File: src/rtl/lsr_pkg.sv
package lsr_pkg;
  localparam int DATA_W   = 16;
  localparam int NARROW_W = 8;
  localparam int CNT_W    = 4;
  localparam int LEN_W    = 2;
  localparam int OPC_W    = 8;
  localparam int FLAG_W   = 8;

  localparam int FLG_N = 7;
  localparam int FLG_Z = 1;
  localparam int FLG_C = 0;

  typedef enum logic [2:0] {
    AM_ACC,
    AM_ABS,
    AM_DIR,
    AM_ABS_X,
    AM_DIR_X,
    AM_BAD
  } addr_mode_e;

  typedef struct packed {
    logic             legal;
    logic [LEN_W-1:0] len;
    logic [CNT_W-1:0] cycles;
  } decode_t;
endpackage

File: src/rtl/lsr_decode.sv
module lsr_decode
  import lsr_pkg::*;
(
  input  logic [OPC_W-1:0] opcode,
  input  logic             acc8,
  input  logic [7:0]       dp_low,
  output decode_t          dec
);
  addr_mode_e       mode;
  logic [CNT_W-1:0] base;
  logic [CNT_W-1:0] width_pen;
  logic [CNT_W-1:0] align_pen;
  logic             is_dir;

  always_comb begin
    unique case (opcode)
      8'h4A:   mode = AM_ACC;
      8'h4E:   mode = AM_ABS;
      8'h46:   mode = AM_DIR;
      8'h5E:   mode = AM_ABS_X;
      8'h56:   mode = AM_DIR_X;
      default: mode = AM_BAD;
    endcase
  end

  always_comb begin
    base       = '0;
    dec.len    = '0;
    dec.legal  = 1'b1;
    is_dir     = 1'b0;
    unique case (mode)
      AM_ACC:   begin base = CNT_W'(2); dec.len = LEN_W'(1); end
      AM_ABS:   begin base = CNT_W'(6); dec.len = LEN_W'(3); end
      AM_DIR:   begin base = CNT_W'(5); dec.len = LEN_W'(2); is_dir = 1'b1; end
      AM_ABS_X: begin base = CNT_W'(7); dec.len = LEN_W'(3); end
      AM_DIR_X: begin base = CNT_W'(6); dec.len = LEN_W'(2); is_dir = 1'b1; end
      default:  dec.legal = 1'b0;
    endcase
  end

  // Wide-accumulator penalty applies to memory forms only.
  assign width_pen  = (!acc8 && dec.legal && mode != AM_ACC) ? CNT_W'(2) : '0;
  // Misaligned direct page costs one extra cycle.
  assign align_pen  = (is_dir && (dp_low != 8'h00)) ? CNT_W'(1) : '0;
  assign dec.cycles = base + width_pen + align_pen;
endmodule

File: src/rtl/lsr_shifter.sv
module lsr_shifter
  import lsr_pkg::*;
#(
  parameter int W  = DATA_W,
  parameter int NW = NARROW_W
) (
  input  logic [W-1:0]      operand,
  input  logic              narrow,
  input  logic [FLAG_W-1:0] flags_in,
  output logic [W-1:0]      shifted,
  output logic [FLAG_W-1:0] flags_new
);
  logic zero_wide;
  logic zero_narrow;

  genvar i;
  generate
    for (i = 0; i < W; i++) begin : g_lane
      if (i == W - 1) begin : g_top
        if (i == NW - 1) begin : g_same
          assign shifted[i] = 1'b0;
        end else begin : g_wide_top
          assign shifted[i] = narrow ? operand[i] : 1'b0;
        end
      end else if (i == NW - 1) begin : g_narrow_top
        assign shifted[i] = narrow ? 1'b0 : operand[i+1];
      end else if (i >= NW) begin : g_upper
        assign shifted[i] = narrow ? operand[i] : operand[i+1];
      end else begin : g_lower
        assign shifted[i] = operand[i+1];
      end
    end
  endgenerate

  assign zero_wide   = ~|shifted;
  assign zero_narrow = ~|shifted[NW-1:0];

  always_comb begin
    flags_new        = flags_in;
    flags_new[FLG_N] = 1'b0;
    flags_new[FLG_Z] = narrow ? zero_narrow : zero_wide;
    flags_new[FLG_C] = operand[0];
  end
endmodule

File: src/rtl/lsr_cycle_timer.sv
module lsr_cycle_timer
  import lsr_pkg::*;
#(
  parameter int CW = CNT_W
) (
  input  logic          clk,
  input  logic          rst_n,
  input  logic          load,
  input  logic [CW-1:0] load_val,
  output logic          busy,
  output logic          done
);
  logic [CW-1:0] remain_q, remain_d;
  logic          busy_d, done_d;
  logic          en;

  always_comb begin
    remain_d = remain_q;
    busy_d   = busy;
    done_d   = 1'b0;
    if (busy) begin
      if (remain_q == '0) begin
        busy_d = 1'b0;
        done_d = 1'b1;
      end else begin
        remain_d = remain_q - CW'(1);
      end
    end else if (load) begin
      busy_d   = 1'b1;
      remain_d = load_val - CW'(1);
    end
  end

  assign en = busy | load | done;

  always_ff @(posedge clk or negedge rst_n) begin
    if (!rst_n) begin
      remain_q <= '0;
      busy     <= 1'b0;
      done     <= 1'b0;
    end else if (en) begin
      remain_q <= remain_d;
      busy     <= busy_d;
      done     <= done_d;
    end
  end
endmodule

File: src/rtl/lsr_exec_unit.sv
module lsr_exec_unit
  import lsr_pkg::*;
#(
  parameter int W  = DATA_W,
  parameter int NW = NARROW_W,
  parameter int CW = CNT_W
) (
  input  logic              clk,
  input  logic              rst_n,
  input  logic              start,
  input  logic [OPC_W-1:0]  opcode,
  input  logic              acc8,
  input  logic [7:0]        dp_low,
  input  logic [W-1:0]      operand,
  input  logic [FLAG_W-1:0] flags_in,
  output logic [W-1:0]      result,
  output logic [FLAG_W-1:0] flags_out,
  output logic [CW-1:0]     cycles,
  output logic [LEN_W-1:0]  instr_len,
  output logic              busy,
  output logic              done,
  output logic              illegal
);
  decode_t           dec;
  logic [W-1:0]      shifted;
  logic [FLAG_W-1:0] flags_new;
  logic              accept;
  logic              load_ok;

  logic [W-1:0]      result_d;
  logic [FLAG_W-1:0] flags_d;
  logic [CW-1:0]     cycles_d;
  logic [LEN_W-1:0]  len_d;
  logic              illegal_d;

  lsr_decode u_dec (
    .opcode (opcode),
    .acc8   (acc8),
    .dp_low (dp_low),
    .dec    (dec)
  );

  lsr_shifter #(.W(W), .NW(NW)) u_shift (
    .operand   (operand),
    .narrow    (acc8),
    .flags_in  (flags_in),
    .shifted   (shifted),
    .flags_new (flags_new)
  );

  assign accept  = start & ~busy;
  assign load_ok = accept & dec.legal;

  lsr_cycle_timer #(.CW(CW)) u_timer (
    .clk      (clk),
    .rst_n    (rst_n),
    .load     (load_ok),
    .load_val (CW'(dec.cycles)),
    .busy     (busy),
    .done     (done)
  );

  always_comb begin
    result_d  = result;
    flags_d   = flags_out;
    cycles_d  = cycles;
    len_d     = instr_len;
    illegal_d = illegal;
    if (accept) begin
      illegal_d = ~dec.legal;
      if (dec.legal) begin
        result_d = shifted;
        flags_d  = flags_new;
        cycles_d = CW'(dec.cycles);
        len_d    = dec.len;
      end
    end
  end

  always_ff @(posedge clk or negedge rst_n) begin
    if (!rst_n) begin
      result    <= '0;
      flags_out <= '0;
      cycles    <= '0;
      instr_len <= '0;
      illegal   <= 1'b0;
    end else if (accept) begin
      result    <= result_d;
      flags_out <= flags_d;
      cycles    <= cycles_d;
      instr_len <= len_d;
      illegal   <= illegal_d;
    end
  end
endmodule

File: config.mk
export PLATFORM = sky130hd
export DESIGN_NAME = lsr_exec_unit
export DESIGN_NICKNAME = d
export VERILOG_FILES = /design/src/rtl/lsr_pkg.sv /design/src/rtl/lsr_decode.sv /design/src/rtl/lsr_shifter.sv /design/src/rtl/lsr_cycle_timer.sv /design/src/rtl/lsr_exec_unit.sv
export SDC_FILE = /design/constraint.sdc
export NUM_CORES = 1
export LEC_CHECK = 0
export BUFFER_PORTS_ARGS = -buffer_cell sky130_fd_sc_hd__buf_2
export CAP_MARGIN = 20
export CORE_ASPECT_RATIO = 0.75
export CORE_MARGIN = 1.5
export CORE_UTILIZATION = 45
export CTS_CLUSTER_DIAMETER = 100
export DETAILED_ROUTE_END_ITERATION = 8
export PLACE_DENSITY = 0.77
export SETUP_SLACK_MARGIN = 0.15
export SYNTH_ARGS = -nofsm -noshare
export SYNTH_HDL_FRONTEND = slang
export SYNTH_HIERARCHICAL = 1
export SYNTH_SLANG_ARGS = --single-unit
File: constraint.sdc
create_clock -name clk -period 1.5 [get_ports clk]
set_input_delay 0.45 -clock clk [delete_from_list [all_inputs] [get_ports clk]]
set_output_delay 0.45 -clock clk [all_outputs]
set_load 0.01 [all_outputs]
; Yosys cells after proc, flatten, opt, wreduce, memory -nomap -nowiden
; Index checks and enable logic that the tools add are counted.
[totals]
ff_bits = 36
in_bits = 44
word_cells = 72
[classes]
add_sub_neg = 4
eq_ne = 10
muxes = 25
bitwise = 6
n_reduce_logical = 19
[op_table]
columns = cell, n
row1 = == test 8 x 7 -> 1 bit (second input constant), 5
row2 = two-way mux 1 bit, 18
row3 = OR reduction 16 bit, 1
row4 = one-hot mux 3 bit (5 select lines), 1
row5 = two-way mux 4 bit, 3
row6 = one-hot mux 3 bit (4 select lines), 1
row7 = nonzero test 8 bit, 1
row8 = OR reduction 8 bit, 1
row9 = subtractor 4 x 1 -> 4 bit (second input constant), 2
row10 = == test 3 x 2 -> 1 bit (second input constant), 2
row11 = one-hot mux 2 bit (3 select lines), 1
row12 = OR reduction 2 bit, 3
row13 = OR reduction 5 bit, 1
row14 = adder 3 x 4 -> 4 bit, 1
row15 = adder 4 bit, 1
row16 = logical NOT 4 bit, 1
row17 = == test 3 x 1 -> 1 bit (second input constant), 1
row18 = == test 3 bit (second input constant), 1
row19 = logical AND 1 bit, 3
row20 = logical NOT 1 bit, 3
row21 = logical NOT 3 bit, 1
row22 = AND reduction 3 bit, 1
row23 = nonzero test 3 bit, 1
row24 = AND 1 bit, 2
row25 = other kinds (6), 8

; Longest topological paths before layout
[depth]
depth_word = 13
ltp_mapped = 12
depth_no_buf = 12

; Modules after synthesis
; Netlist, hierarchy kept.
[by_module_without_submodules]
columns = mod, instances, cells_per_inst, area_per_inst_um2
row1 = lsr_exec_unit, 1, 68, 1290.0
row2 = lsr_cycle_timer, 1, 31, 349.1
row3 = lsr_shifter, 1, 32, 261.5
row4 = lsr_decode, 1, 28, 215.2

; Worst setup path before layout
; OpenSTA, ideal clock, no wires.
[synth_path]
path_type = input-to-reg
start = input dp_low[5]
end = register u_timer.remain_q[2]
setup_time_ns = 0.077
arrival_ns = 2.718
setup_slack_ns = -1.296
path_stages = 12
cell_sequence = or4_1 > nor2_1 > nor4_2 > ha_1 > inv_1 > fa_1 > inv_1 > mux2i_1 > ha_1 > xnor2_1 > a211o_1 > a21oi_1
[synth_rtl]
columns = item, line
row1 = from (decl), lsr_exec_unit.sv:13  ; input logic [7:0] dp_low,
row2 = to (signal assigned), lsr_cycle_timer.sv:42  ; remain_q <= remain_d;
row3 = to (decl), lsr_cycle_timer.sv:13  ; logic [CW-1:0] remain_q, remain_d;

==> metrics.txt <==
# TYPE chip_impl_metric gauge
chip_impl_info{name="outcome",value="finished, violations left"} 1
chip_impl_info{name="failed_checks",value="negative setup slack"} 1
chip_impl_metric{name="synth_area_per_cell",unit="sq um"} 13.3
chip_impl_metric{name="fin_nets",unit=""} 306
chip_impl_metric{name="worst_supply_voltage_drop_on_vdd",unit="mV"} 0.817
chip_impl_metric{name="postLayoutCellArea",unit="sq mm"} 0.00311
chip_impl_metric{name="synth_xor_xnor_area_share",unit="%"} 2.07
chip_impl_metric{name="fmax",unit="MHz"} 379
chip_impl_metric{name="dpl-instance-area",unit="sq mm"} 0.00260
chip_impl_metric{name="port_buf_inserts",unit=""} 73
chip_impl_metric{name="numClockSinks",unit=""} 37
chip_impl_metric{name="syn_area",unit="sq mm"} 0.00212
chip_impl_metric{name="r2r_slack",unit="ns"} -0.08
chip_impl_metric{name="syn_inst",unit=""} 159
chip_impl_metric{name="worstSkewPairLatency",unit="ns"} 0.30
chip_impl_metric{name="dp_hpwl",unit="microns"} 3320
chip_impl_metric{name="grt_max_degree",unit=""} 38
chip_impl_metric{name="rr_worst_depth",unit=""} 5
chip_impl_metric{name="post-route-util",unit="%"} 69.2
chip_impl_metric{name="wl",unit="microns"} 5280
chip_impl_metric{name="asyncSetResetFlopFracSynth",unit="%"} 100
chip_impl_metric{name="count_of_flip_flops_with_a_built_in_enable_after_synthesis",unit=""} 0
chip_impl_metric{name="core.rowCount",unit=""} 21
chip_impl_metric{name="route.antenna.remaining_nets",unit=""} 0
chip_impl_metric{name="areaGrowthSynthToFinish",unit="%"} 47.0
chip_impl_info{name="netlist.top_cell.by_area",value="dfrtp_1"} 1
chip_impl_info{name="cts.root.buffer_cell",value="clkbuf_8"} 1
chip_impl_metric{name="die_height",unit="microns"} 62.4
chip_impl_metric{name="route.detailed.drc",unit=""} 0
chip_impl_metric{name="wire_length_of_the_first_global_routing_pass",unit="microns"} 7980
chip_impl_info{name="clock_tree_from_tritoncts",value="done"} 1
chip_impl_metric{name="worst_case_setup_margin_in_the_final_layout",unit="ns"} -1.14
chip_impl_metric{name="number_of_design_rule_violations_left_by_the_first_detailed_router_iteration",unit=""} 68
chip_impl_info{name="most_frequent_cell_after_synthesis",value="dfrtp_1"} 1
chip_impl_info{name="combinational_family_with_the_most_area_after_synthesis",value="multiplexers"} 1
chip_impl_metric{name="timing.final.crit_share",unit="%"} 176
chip_impl_metric{name="cp_data_arrival_time",unit="ns"} 2.86
chip_impl_info{name="worst-setup-path-type",value="in2reg"} 1
chip_impl_metric{name="cts_buffer_depth",unit=""} 2
chip_impl_metric{name="finalWeightedCongestion",unit=""} 0.802
chip_impl_metric{name="grt_pass1_vias",unit=""} 1588
chip_impl_metric{name="grt_use_total",unit="%"} 20.6
chip_impl_metric{name="synth.yosys.warnings",unit=""} 6
chip_impl_metric{name="antennaDiodeCount",unit=""} 0
chip_impl_metric{name="total_power",unit="uW"} 3560
chip_impl_metric{name="timing.critical_path.fanout_max",unit=""} 3
chip_impl_info{name="rr_endpoint",value="u_timer/remain_q[2]"} 1
chip_impl_metric{name="timing.final.setup_violations",unit=""} 37
chip_impl_metric{name="num_io_pins",unit=""} 77
chip_impl_metric{name="worst_clock_skew",unit="ns"} 0.00224
chip_impl_info{name="leading_register_cell_type_out_of_synthesis",value="dfrtp_1"} 1
chip_impl_metric{name="vias_per_cell",unit=""} 5.03
chip_impl_metric{name="ys_ff_latch",unit=""} 37
chip_impl_metric{name="synth_compound_gate_area_share",unit="%"} 4.67
chip_impl_metric{name="power_density",unit="mW/mm^2"} 1150
chip_impl_metric{name="timing.final.hold_violations",unit=""} 0
chip_impl_metric{name="synth_largest_type_area_fraction",unit="%"} 43.8
chip_impl_metric{name="cp_data_required_time",unit="ns"} 1.73
chip_impl_metric{name="vias",unit=""} 1591
chip_impl_info{name="worstHoldPathType",value="in2async"} 1
chip_impl_info{name="timing.rr.start",value="u_timer/busy"} 1
chip_impl_metric{name="max_cap_violations",unit=""} 0
chip_impl_metric{name="layout-drive-gt1-share",unit="%"} 71.0
chip_impl_info{name="crit_start",value="opcode[5]"} 1
chip_impl_info{name="setup.worst_path.end_class",value="register"} 1
chip_impl_metric{name="area_enclosed_by_the_die_boundary",unit="sq mm"} 0.00513
chip_impl_metric{name="timing.final.max_slew_violations",unit=""} 0
chip_impl_metric{name="yosys.cell_types.count",unit=""} 36
chip_impl_metric{name="dr.pass1.iters",unit=""} 4
chip_impl_metric{name="multi_input_comb_area",unit="sq mm"} 0.00111
chip_impl_metric{name="regArea",unit="sq um"} 927
chip_impl_metric{name="cts-htree-levels",unit=""} 2
chip_impl_metric{name="initial_cell_density_of_the_core",unit="%"} 47.1
chip_impl_metric{name="synth_nets",unit=""} 207
chip_impl_metric{name="nFillCells",unit=""} 307
chip_impl_metric{name="cts.clk_slew.worst_paths",unit="ns"} 0.08
chip_impl_info{name="synthTopCellsByArea",value="dfrtp_1, mux2_4, buf_4"} 1
chip_impl_metric{name="grt_remaining_overflow",unit=""} 0
chip_impl_metric{name="hold_ws",unit="ns"} 0.0946
chip_impl_metric{name="static-leakage-power",unit="uW"} 0.00166
chip_impl_metric{name="detail_route.wl_per_cell",unit="microns"} 16.7
chip_impl_metric{name="core",unit="sq mm"} 0.00449
chip_impl_metric{name="numCtsBuffers",unit=""} 5
chip_impl_metric{name="finalCriticalPeriod",unit="ns"} 2.64
chip_impl_metric{name="die-width",unit="microns"} 82.2
chip_impl_info{name="worst_setup_path_start_kind",value="primary input"} 1
chip_impl_metric{name="sum_of_negative_setup_slack",unit="ns"} -19.16
chip_impl_metric{name="yosys-mux-area-fraction",unit="%"} 25.6
chip_impl_info{name="post_synth_most_frequent_cells",value="dfrtp_1, mux2_4, buf_4"} 1
chip_impl_metric{name="simple_gate_area_share_of_the_yosys_netlist",unit="%"} 12.3
chip_impl_metric{name="number_of_antenna_violations_at_the_first_check_in_global_routing",unit=""} 0
chip_impl_info{name="rsz_0062_raised_after_global_routing",value="yes"} 1
chip_impl_metric{name="synth_sequential_area_ratio",unit="%"} 43.8
chip_impl_metric{name="synth_fa_ha_area_share",unit="%"} 2.72
==> how the worst max path moves through the flow <==
stage	endpoint	slack, ns	cells after the start
2_1_floorplan	u_timer/remain_q[2]	-1.23	12
3_3_place_gp	u_timer/remain_q[2]	-1.34	13
3_5_place_dp	u_timer/remain_q[2]	-1.43	13
4_1_cts	u_timer/remain_q[2]	-1.01	13
5_1_grt	u_timer/remain_q[2]	-1.20	13
6_report	u_timer/remain_q[2]	-1.14	12
==> power by group <==
part	total, uW	internal [uW]	switching [uW]
Clock	1070	670	400
Sequential	1360	1180	180
Combinational	1130	660	470
Total	3560	2510	1050
==> area by class of cell <==
class	instances	area share, %
Timing Repair Buffer	111	27.0
Clock inverter	3	2.21
Multi-Input combinational cell	97	35.7
Sequential cell	37	29.8
Inverter	6	0.805
Clock buffer	5	2.21
Tap cell	57	2.29
==> worst max-delay path, stage by stage <==
cell     delay (ns)
buf_6          0.09
nor4b_4        0.33
buf_4          0.18
nand3_4        0.08
or2_4          0.25
fa_1           0.55
inv_2          0.04
mux2i_1        0.14
ha_2           0.22
xnor2_1        0.07
a211o_1        0.28
a21oi_1        0.16
==> state kept, by name, summed over array words and instances, names as in the netlist <==
name	cells
u_timer/busy	1
result	16
u_timer/done	1
instr_len	2
cycles	4
u_timer/remain_q	4
illegal	1
flags_out	8
==> per-layer routing <==
metal  GRT usage [%]  vias up  part of all wire, %
met1            26.5      788                   43
met5               0        -                    0
met3            4.82       10                  4.6
li1                -      738                    -
met2            33.3       55                   50
met4            8.05        0                  1.9
==> placed cells by master (no fill, tap or decap), drive strengths merged, types with 3 or more instances in the layout <==
cell / count
xor2: 3
o21ai: 3
a21oi: 6
nor4: 6
inv: 7
nand2b: 3
nor2: 8
clkbuf: 6
ha: 3
buf: 110
mux2: 37
nand2: 6
dfrtp: 37
==> cell families after synthesis <==
group / Yosys count
mux: 39
flops: 37
buf+inv: 25
fa+ha+maj: 4
simple gates: 33
other cells: 1
xor+xnor: 5
compound gates: 15
==> timing repair <==
action / in CTS / in global routing
setup buffers: 6 / 8
setup endpoints to repair: 37 / 37
hold buffers: 0 / 0
resized for setup: 24 / 19
gates cloned: 2 / 1
pin swaps: 18 / 9
==> per-stage QoR <==
stage	instances	setup slack, ns
6_report	316	-1.14
5_1_grt	316	-1.20
3_5_place_dp	292	-1.43
4_1_cts	308	-1.01
3_3_place_gp	292	-1.34
2_1_floorplan	159	-1.23
Note: power is estimated with default switching activity, not from simulation.
